[src/rtl/nibble_prog_pkg.sv]
`timescale 1ns/1ps
// Package: widths and the power-on control image of the nibble loader.
// Assumes address and data nibbles have equal width.
package nibble_prog_pkg;
    localparam int ADDR_W   = 4;
    localparam int DATA_W   = 4;
    localparam int NUM_LOC  = 1 << ADDR_W;
    localparam int IMG_W    = NUM_LOC * DATA_W;
    localparam int LOADDIV_LOC = 5;
    localparam logic [DATA_W-1:0] LOADDIV_DEF = 4'h1;
    localparam int REFSEL_LOC = 12;
    localparam int REFSEL_BIT = 3;
    localparam int PDEN_LOC   = 15;
    localparam int PDEN_BIT   = 3;
    localparam int HOLE_LO    = 13;
    localparam int HOLE_HI    = 14;

    typedef logic [ADDR_W-1:0] addr_t;
    typedef logic [DATA_W-1:0] nib_t;

    // Builds the image shown before unlock.
    function automatic logic [IMG_W-1:0] default_image();
        logic [IMG_W-1:0] img;
        img = '0;
        img[LOADDIV_LOC*DATA_W +: DATA_W] = LOADDIV_DEF;
        img[REFSEL_LOC*DATA_W + REFSEL_BIT] = 1'b1;
        return img;
    endfunction
endpackage

[src/rtl/strobe_edge_sync.sv]
`timescale 1ns/1ps
// Synchronizes the asynchronous strobe and reports single-cycle rise/fall pulses.
// Assumes the strobe idles high, so reset loads ones to avoid a false fall.
module strobe_edge_sync #(
    parameter int STAGES = 2
) (
    input  logic clk,
    input  logic rst_n,
    input  logic strobe_i,
    output logic rise_o,
    output logic fall_o
);
    logic [STAGES:0] chain_q;

    // Shift the strobe through the synchronizer plus one history stage.
    always_ff @(posedge clk) begin
        if (!rst_n) chain_q <= '1;
        else        chain_q <= {chain_q[STAGES-1:0], strobe_i};
    end

    assign rise_o =  chain_q[STAGES-1] & ~chain_q[STAGES];
    assign fall_o = ~chain_q[STAGES-1] &  chain_q[STAGES];

    p_rise_single_r2: assert property (@(posedge clk) disable iff (!rst_n)
        rise_o |=> !rise_o);
    p_fall_single_r1: assert property (@(posedge clk) disable iff (!rst_n)
        fall_o |=> !fall_o);
endmodule

[src/rtl/nibble_capture.sv]
`timescale 1ns/1ps
// Latches the address on a fall and the data on a rise, issuing one write pulse.
// Assumes the bus is stable around each detected edge.
module nibble_capture
    import nibble_prog_pkg::*;
(
    input  logic  clk,
    input  logic  rst_n,
    input  addr_t ad_i,
    input  logic  rise_i,
    input  logic  fall_i,
    output logic  wr_o,
    output addr_t wr_addr_o,
    output nib_t  wr_data_o,
    output addr_t last_addr_o
);
    addr_t addr_q;

    // Hold the most recently latched address.
    always_ff @(posedge clk) begin
        if (!rst_n)      addr_q <= '0;
        else if (fall_i) addr_q <= ad_i;
    end

    // Register one write request per rising edge.
    always_ff @(posedge clk) begin
        if (!rst_n) begin
            wr_o      <= 1'b0;
            wr_addr_o <= '0;
            wr_data_o <= '0;
        end else begin
            wr_o <= rise_i;
            if (rise_i) begin
                wr_addr_o <= addr_q;
                wr_data_o <= ad_i;
            end
        end
    end

    assign last_addr_o = addr_q;

    p_addr_follows_fall_r1: assert property (@(posedge clk) disable iff (!rst_n)
        fall_i |=> addr_q == $past(ad_i));
endmodule

[src/rtl/nibble_bank.sv]
`timescale 1ns/1ps
// Sixteen nibble locations; the hole range has no storage and reads zero.
// Assumes at most one write per cycle.
module nibble_bank
    import nibble_prog_pkg::*;
(
    input  logic             clk,
    input  logic             rst_n,
    input  logic             wr_i,
    input  addr_t            wr_addr_i,
    input  nib_t             wr_data_i,
    output logic [IMG_W-1:0] live_o
);
    for (genvar i = 0; i < NUM_LOC; i++) begin : g_loc
        if (i >= HOLE_LO && i <= HOLE_HI) begin : g_hole
            assign live_o[i*DATA_W +: DATA_W] = '0;
        end else begin : g_store
            nib_t q;
            // Store the nibble when this location is addressed.
            always_ff @(posedge clk) begin
                if (!rst_n) q <= '0;
                else if (wr_i && wr_addr_i == addr_t'(i)) q <= wr_data_i;
            end
            assign live_o[i*DATA_W +: DATA_W] = q;
        end
    end

    p_hole_write_inert_r7: assert property (@(posedge clk) disable iff (!rst_n)
        (wr_i && wr_addr_i >= addr_t'(HOLE_LO) && wr_addr_i <= addr_t'(HOLE_HI))
        |=> $stable(live_o));
endmodule

[src/rtl/unlock_counter.sv]
`timescale 1ns/1ps
// Counts accepted writes and saturates at the unlock threshold.
// Assumes only reset may clear the count.
module unlock_counter #(
    parameter int LIMIT = 32
) (
    input  logic clk,
    input  logic rst_n,
    input  logic wr_i,
    output logic unlocked_o
);
    localparam int CNT_W = $clog2(LIMIT + 1);
    logic [CNT_W-1:0] cnt_q;

    // Advance once per write until the limit is reached.
    always_ff @(posedge clk) begin
        if (!rst_n) cnt_q <= '0;
        else if (wr_i && cnt_q != CNT_W'(LIMIT)) cnt_q <= cnt_q + 1'b1;
    end

    assign unlocked_o = (cnt_q == CNT_W'(LIMIT));

    p_count_step_r4: assert property (@(posedge clk) disable iff (!rst_n)
        (wr_i && !unlocked_o) |=> cnt_q == $past(cnt_q) + 1'b1);
    p_count_bound_r6: assert property (@(posedge clk) disable iff (!rst_n)
        cnt_q <= CNT_W'(LIMIT));
    p_stay_unlocked_r6: assert property (@(posedge clk) disable iff (!rst_n)
        unlocked_o |=> unlocked_o);
endmodule

[src/rtl/nibble_prog_port.sv]
`timescale 1ns/1ps
// Top: strobed nibble programming port with power-up unlock and
// phase-detector disable gating. Assumes ad_i is held stable around strobe edges.
module nibble_prog_port
    import nibble_prog_pkg::*;
#(
    parameter int UNLOCK_WRITES = 32,
    parameter int SYNC_STAGES   = 2
) (
    input  logic                clk,
    input  logic                rst_n,
    input  logic [ADDR_W-1:0]   ad_i,
    input  logic                strobe_i,
    output logic [IMG_W-1:0]    ctrl_o,
    output logic                pd_disable_o
);
    localparam logic [IMG_W-1:0] DEF_IMG = default_image();

    logic             rise, fall, wr, unlocked;
    addr_t            wr_addr, last_addr;
    nib_t             wr_data;
    logic [IMG_W-1:0] live;

    strobe_edge_sync #(.STAGES(SYNC_STAGES)) u_sync (
        .clk(clk), .rst_n(rst_n), .strobe_i(strobe_i),
        .rise_o(rise), .fall_o(fall));

    nibble_capture u_cap (
        .clk(clk), .rst_n(rst_n), .ad_i(ad_i), .rise_i(rise), .fall_i(fall),
        .wr_o(wr), .wr_addr_o(wr_addr), .wr_data_o(wr_data),
        .last_addr_o(last_addr));

    nibble_bank u_bank (
        .clk(clk), .rst_n(rst_n), .wr_i(wr), .wr_addr_i(wr_addr),
        .wr_data_i(wr_data), .live_o(live));

    unlock_counter #(.LIMIT(UNLOCK_WRITES)) u_cnt (
        .clk(clk), .rst_n(rst_n), .wr_i(wr), .unlocked_o(unlocked));

    // Visible image: defaults while locked, stored contents once unlocked.
    always_comb ctrl_o = unlocked ? live : DEF_IMG;

    // Live bus bit gated by the enable and the last latched address.
    always_comb pd_disable_o = ctrl_o[PDEN_LOC*DATA_W + PDEN_BIT]
                             & (last_addr == addr_t'(PDEN_LOC))
                             & ad_i[ADDR_W-1];

    p_locked_hold_r3: assert property (@(posedge clk) disable iff (!rst_n)
        (!unlocked && $past(!unlocked)) |-> $stable(ctrl_o));
    p_pd_needs_bus_r9: assert property (@(posedge clk) disable iff (!rst_n)
        pd_disable_o |-> (unlocked && last_addr == addr_t'(PDEN_LOC)));
endmodule

[config.mk]
export PLATFORM = sky130hd
export DESIGN_NAME = nibble_prog_port
export DESIGN_NICKNAME = d
export VERILOG_FILES = /design/src/rtl/nibble_prog_pkg.sv /design/src/rtl/strobe_edge_sync.sv /design/src/rtl/nibble_capture.sv /design/src/rtl/nibble_bank.sv /design/src/rtl/unlock_counter.sv /design/src/rtl/nibble_prog_port.sv
export SDC_FILE = /design/constraint.sdc
export NUM_CORES = 1
export LEC_CHECK = 0
export ABC_AREA = 1
export CORE_ASPECT_RATIO = 1.5
export CORE_UTILIZATION = 40
export DETAILED_ROUTE_END_ITERATION = 8
export HOLD_SLACK_MARGIN = 0.03
export PLACE_DENSITY = 0.65
export REMOVE_ABC_BUFFERS = 1
export SLEW_MARGIN = 20
export SYNTH_ARGS = -nofsm -noshare
export SYNTH_HDL_FRONTEND = slang
export SYNTH_SLANG_ARGS = --single-unit
[constraint.sdc]
create_clock -name clk -period 2.1 [get_ports clk]
set_clock_uncertainty 0.2 [all_clocks]
set_input_delay 0.42 -clock clk [delete_from_list [all_inputs] [get_ports clk]]
set_output_delay 0.42 -clock clk [all_outputs]
set_load 0.02 [all_outputs]
-- After elaboration in Yosys (flattened, before gate mapping)
Cells that the tools add are included.
Widths: inputs -> output; s select.
- reduce and logical (&&, ||, !) cells: 16
- add/sub/neg operators: 1
- mux-type cells: 1
- bitwise logic cells: 6
- equal/unequal tests: 16
- operators by type and width (kind ; number):
    $mux 64 ; 1
    $eq 4x4->1 const B ; 7
    $eq 4x3->1 const B ; 4
    $logic_and 1x1->1 ; 15
    $eq 4x2->1 const B ; 2
    $add 6x1->6 const B ; 1
    $eq 6x6->1 const B ; 1
    $ne 6x6->1 const B ; 1
    $and 1x1->1 ; 4
    $eq 4x1->1 const B ; 1
    $logic_not 4->1 ; 1
    $not 1->1 ; 2
- register bits after elaboration: 78
- logic and storage cells: 60
- input bits: 7

-- Logic depth before layout (Yosys ltp)
Gate-level depths: netlist of the first run.
- depth after elaboration: 4
- gate-level depth with buffers: 7
- depth with buffers taken out: 7

-- Modules after synthesis
Synthesis of the first run repeated with hierarchy kept, for this count alone.
- cell total of the unflattened synthesis: 621
- area total of the unflattened synthesis: 3824.9 µm²
- modules (own cells, without submodules) (module ; seq. area each (µm²) ; area an instance (µm²) ; cells an instance ; times used):
    nibble_bank ; 1121.1 ; 2265.9 ; 341 ; 1
    nibble_prog_port ; 0.0 ; 584.3 ; 140 ; 1
    nibble_capture ; 260.2 ; 523.0 ; 75 ; 1
    unlock_counter ; 120.1 ; 357.8 ; 53 ; 1
    strobe_edge_sync ; 60.1 ; 93.8 ; 12 ; 1

-- Worst setup path after synthesis of the first run
OpenSTA, ideal clock, no wires.
- path kind: register to output
- from: register u_cnt.cnt_q[0]
- to: output port pd_disable_o
- path slack: -0.022 ns
- cell stages (with the launch flop): 6
- arrival time: 1.502 ns
- path buffers: 1
- path through: dfxtp_1 inv_1 ha_1 nand3_2 buf_2 nor4_1
- longest elaborated chain between the ends: 4
- RTL lines (what ; line ; source):
    start, declared ; unlock_counter.sv:13 ; logic [CNT_W-1:0] cnt_q;
    start signal, assigned ; unlock_counter.sv:18 ; else if (wr_i && cnt_q != CNT_W'(LIMIT)) cnt_q <= cnt_q + 1'b1;
    $eq 6x6->1 ; unlock_counter.sv:21 ; assign unlocked_o = (cnt_q == CNT_W'(LIMIT));
    $mux 64 ; nibble_prog_port.sv:41 ; always_comb ctrl_o = unlocked ? live : DEF_IMG;
    $and 1x1->1 ; nibble_prog_port.sv:45 ; & (last_addr == addr_t'(PDEN_LOC))
    $and 1x1->1 ; nibble_prog_port.sv:46 ; & ad_i[ADDR_W-1];
    end, declared ; nibble_prog_port.sv:15 ; output logic pd_disable_o
No other way between the ends.

-- Worst setup path after layout of the first run
- from: register u_cnt.cnt_q[1]
- to: output port ctrl_o[23]
- longest elaborated chain between the ends: 2
- RTL lines (what ; line ; source):
    $eq 6x6->1 ; unlock_counter.sv:21 ;
    $mux 64 ; nibble_prog_port.sv:41 ;
    end, declared ; nibble_prog_port.sv:14 ; output logic [IMG_W-1:0] ctrl_o,
No other way between the ends.

==> summary.txt, run 1 <==
Final layout
  • Register area: 1560 um2
  • Diodes inserted: 0
  • Layout Utilization: 0.570
  • Share of layout cells above drive strength 1: 0.277
  • Final non-filler cell total: 635
  • Fin nets: 534
  • Layout area overhead: 36.7%
  • Commonest non-fill, non-tap cells in the layout: dfxtp_1 (76), inv_1 (70), a21oi_1 (68)
  • Fillers: 773
  • Multi-input combinational cell area: 1560 um2
  • Final instance area: 4620 um2
  • Commonest non-fill, non-tap cell in the layout: dfxtp_1

Flow run
  • Total of max-cap violations: 0

Timing
  • Slew margin rel.: 0.638
  • Hold WS: 0.218 ns
  • Slew @ Worst Pin: 0.543 ns
  • Hold Violations, Final: 0
  • Final period utilization: 1.01
  • RSZ-0062 raised after global routing: yes
  • Final setup viols: 17
  • Final setup margin: -0.0291 ns
  • Max-slew violations: 0
  • Fmax: 0.470 GHz
  • Tmin final: 2.13 ns

Global routing
  • Vias in the first global route: 2639
  • First-pass GRT wire length: 12100 um
  • Largest net degree at the start of global routing: 46
  • Total congestion overflow: 0
  • Gr usage total: 0.173
  • Antenna violations before repair: 0

Setup path
  • CP delay by family, top: buffers and inverters
  • CP Data Arrival Time: 1.51 ns
  • Worst-path maximum fanout: 8
  • Worst Path Required: 1.48 ns
  • Slowest CP cell: dfxtp_1
  • Setup CP Type: reg2out
  • Bufs and invs on worst path: 4
  • CP Capture Type: primary output
  • Crit path largest cell delay: 0.33 ns
  • Crit path cell chain: inv_2, ha_4, nand3_4, buf_6, clkbuf_16, nor2_1, buf_4
  • Critical Path Source Type: flip-flop

Clock tree
  • Max Buffers Root-to-Sink: 2
  • Hold_buf cts: 0
  • Worst-Skew Late Latency: 0.32 ns
  • Worst-path clk slew: 0.06 ns
  • Root Buffer: clkbuf_16
  • Clock sinks: 78
  • TritonCTS clock tree: done
  • H-tree level count: 3
  • CTS Buf Count: 9

Synth
  • Synth warnings: 0
  • Yosys reg bits: 78
  • Main area contributors after synthesis: dfxtp_1 (46%), a21oi_1 (10%), o21ai_0 (8.9%)
  • Mapped cell area: 3380 um2
  • Synth area leader: dfxtp_1
  • Sequential share of the synthesized area: 0.462
  • Post-synth ARST share: 0
  • Post-synth EDFFs: 0
  • Yosys cell types: 24
  • Avg Cell Area, Syn: 7.49 um2
  • Ys flop type: dfxtp_1
  • Cells after synthesis: 451
  • Top cell type's share of synthesized area: 0.462

Route
  • Drt drc: 0
  • Via density per instance: 4.76
  • Via count: 3022
  • DR pass1 iterations: 4
  • Wire per inst: 12.2 um
  • DRT iter0 DRCs: 104
  • Post-route ant nets: 0
  • Total Wirelength: 7750 um

Floorplanning
  • Die X: 77.1 um
  • Top Ports: 72
  • Die Span Y: 115 um
  • Die area: 8830 um2
  • Core area: 8110 um2
  • Initial Util: 0.417
  • Num rows: 40

Power
  • Leak: 0.00174 uW
  • Pwr/cell area: 726 nW/um2
  • VDD IR-drop max: 0.000633 V

Outcome
  • Run status: complete, but fails checks
  • Failing checks: setup timing

Placement
  • Port Buf Inserts: 63
  • Placed cell area: 4170 um2
  • GP Congestion: 0.773
  • Dpl cells: 612
  • Post-DP HPWL: 5300 um

Worst hold path
  • Min-Delay Path Class: reg2reg
## power breakdown
part	switching [uW]	leakage (uW)	internal [uW]	total (uW)
clock network	570	0.000160	1170	1740
registers	10.6	0.000631	1490	1500
logic	78.7	0.000948	36.0	115
## flip-flops by register name (all words and copies together) (netlist names)
register / cells
u_cap.wr_addr_o: 4
u_cnt.cnt_q: 6
u_cap.wr_data_o: 4
u_cap.last_addr_o: 4
u_bank.g_loc.g_store.q: 56
u_sync.chain_q: 3
u_cap.wr_o: 1
## area by class of cell
type	instances	share of cell area
multi-input cells	275	0.337
clock buffers	11	0.0504
clock inverters	5	0.0230
well taps	105	0.0284
repair buffers	85	0.160
inverters	76	0.0618
flip-flops and latches	78	0.339
## logic make-up after synthesis
group                      share of synthesized area
DFF                                            0.462
other                                        0.00111
adders and majority gates                    0.00740
AOI/OAI and AO/OA                              0.193
buffers and inverters                          0.128
xor gates and xnor gates                     0.00259
and+or+nand+nor                                0.207
## per-layer routing
layer  track usage  vias up  share of wire
li1              -     1563              -
met1         0.203     1377           0.42
met2         0.303       72           0.52
met3        0.0271       10          0.038
met4        0.0893        0          0.021
met5             0        -              0
## per-stage QoR
stage | total power, uW | setup WS, ns | TNS, ns
after global placement | 1650 | -0.397 | -6.14
final | 3350 | -0.0291 | -0.223
after detailed placement | 1650 | -0.394 | -7.02
after CTS | 3380 | 0.000329 | 0
after floorplan | 1590 | -0.562 | -14.11
after global routing | 3470 | -0.0732 | -1.57
## path summary, 6_finish.rpt
kind	to	from	slack, ns	depth (start not counted)
min reg2reg	u_sync.chain_q[1]$_SDFF_PN1_	u_sync.chain_q[0]$_SDFF_PN1_	0.22	1
min	u_sync.chain_q[1]$_SDFF_PN1_	u_sync.chain_q[0]$_SDFF_PN1_	0.22	1
max reg2reg	u_bank.g_loc[8].g_store.q[2]$_SDFFE_PN0P_	u_cap.wr_addr_o[0]$_SDFFE_PN0P_	0.60	5
max	ctrl_o[23]	u_cnt.cnt_q[1]$_SDFFE_PN0P_	-0.03	7
## cell usage after synthesis (all sizes together), types with 2 or more instances
cell     n
ha       2
o21ai   62
clkbuf  17
or2      5
nand4    2
nand2   25
a21oi   68
nand3   20
inv     76
nor2    81
dfxtp   78
buf     12
## what timing repair did
item	4_1_cts	5_1_grt
gates cloned	1	2
pin swaps	2	1
setup endpoints to repair	57	56
buffers inserted	1	3
hold endpoints to repair	0	0
gates resized for setup	245	81
Power figures use the tool's default switching activity.
==> run 2, diff against run 1 <==
--- a/config.mk
+++ b/config.mk
@@ -6,6 +6,7 @@
 export NUM_CORES = 1
 export LEC_CHECK = 0
 export ABC_AREA = 1
+export CAP_MARGIN = 10
 export CORE_ASPECT_RATIO = 1.5
 export CORE_UTILIZATION = 40
 export DETAILED_ROUTE_END_ITERATION = 8
==> results of run 2 <==
Same layout as run 1: the final DEF is identical, and so are final timing and power.
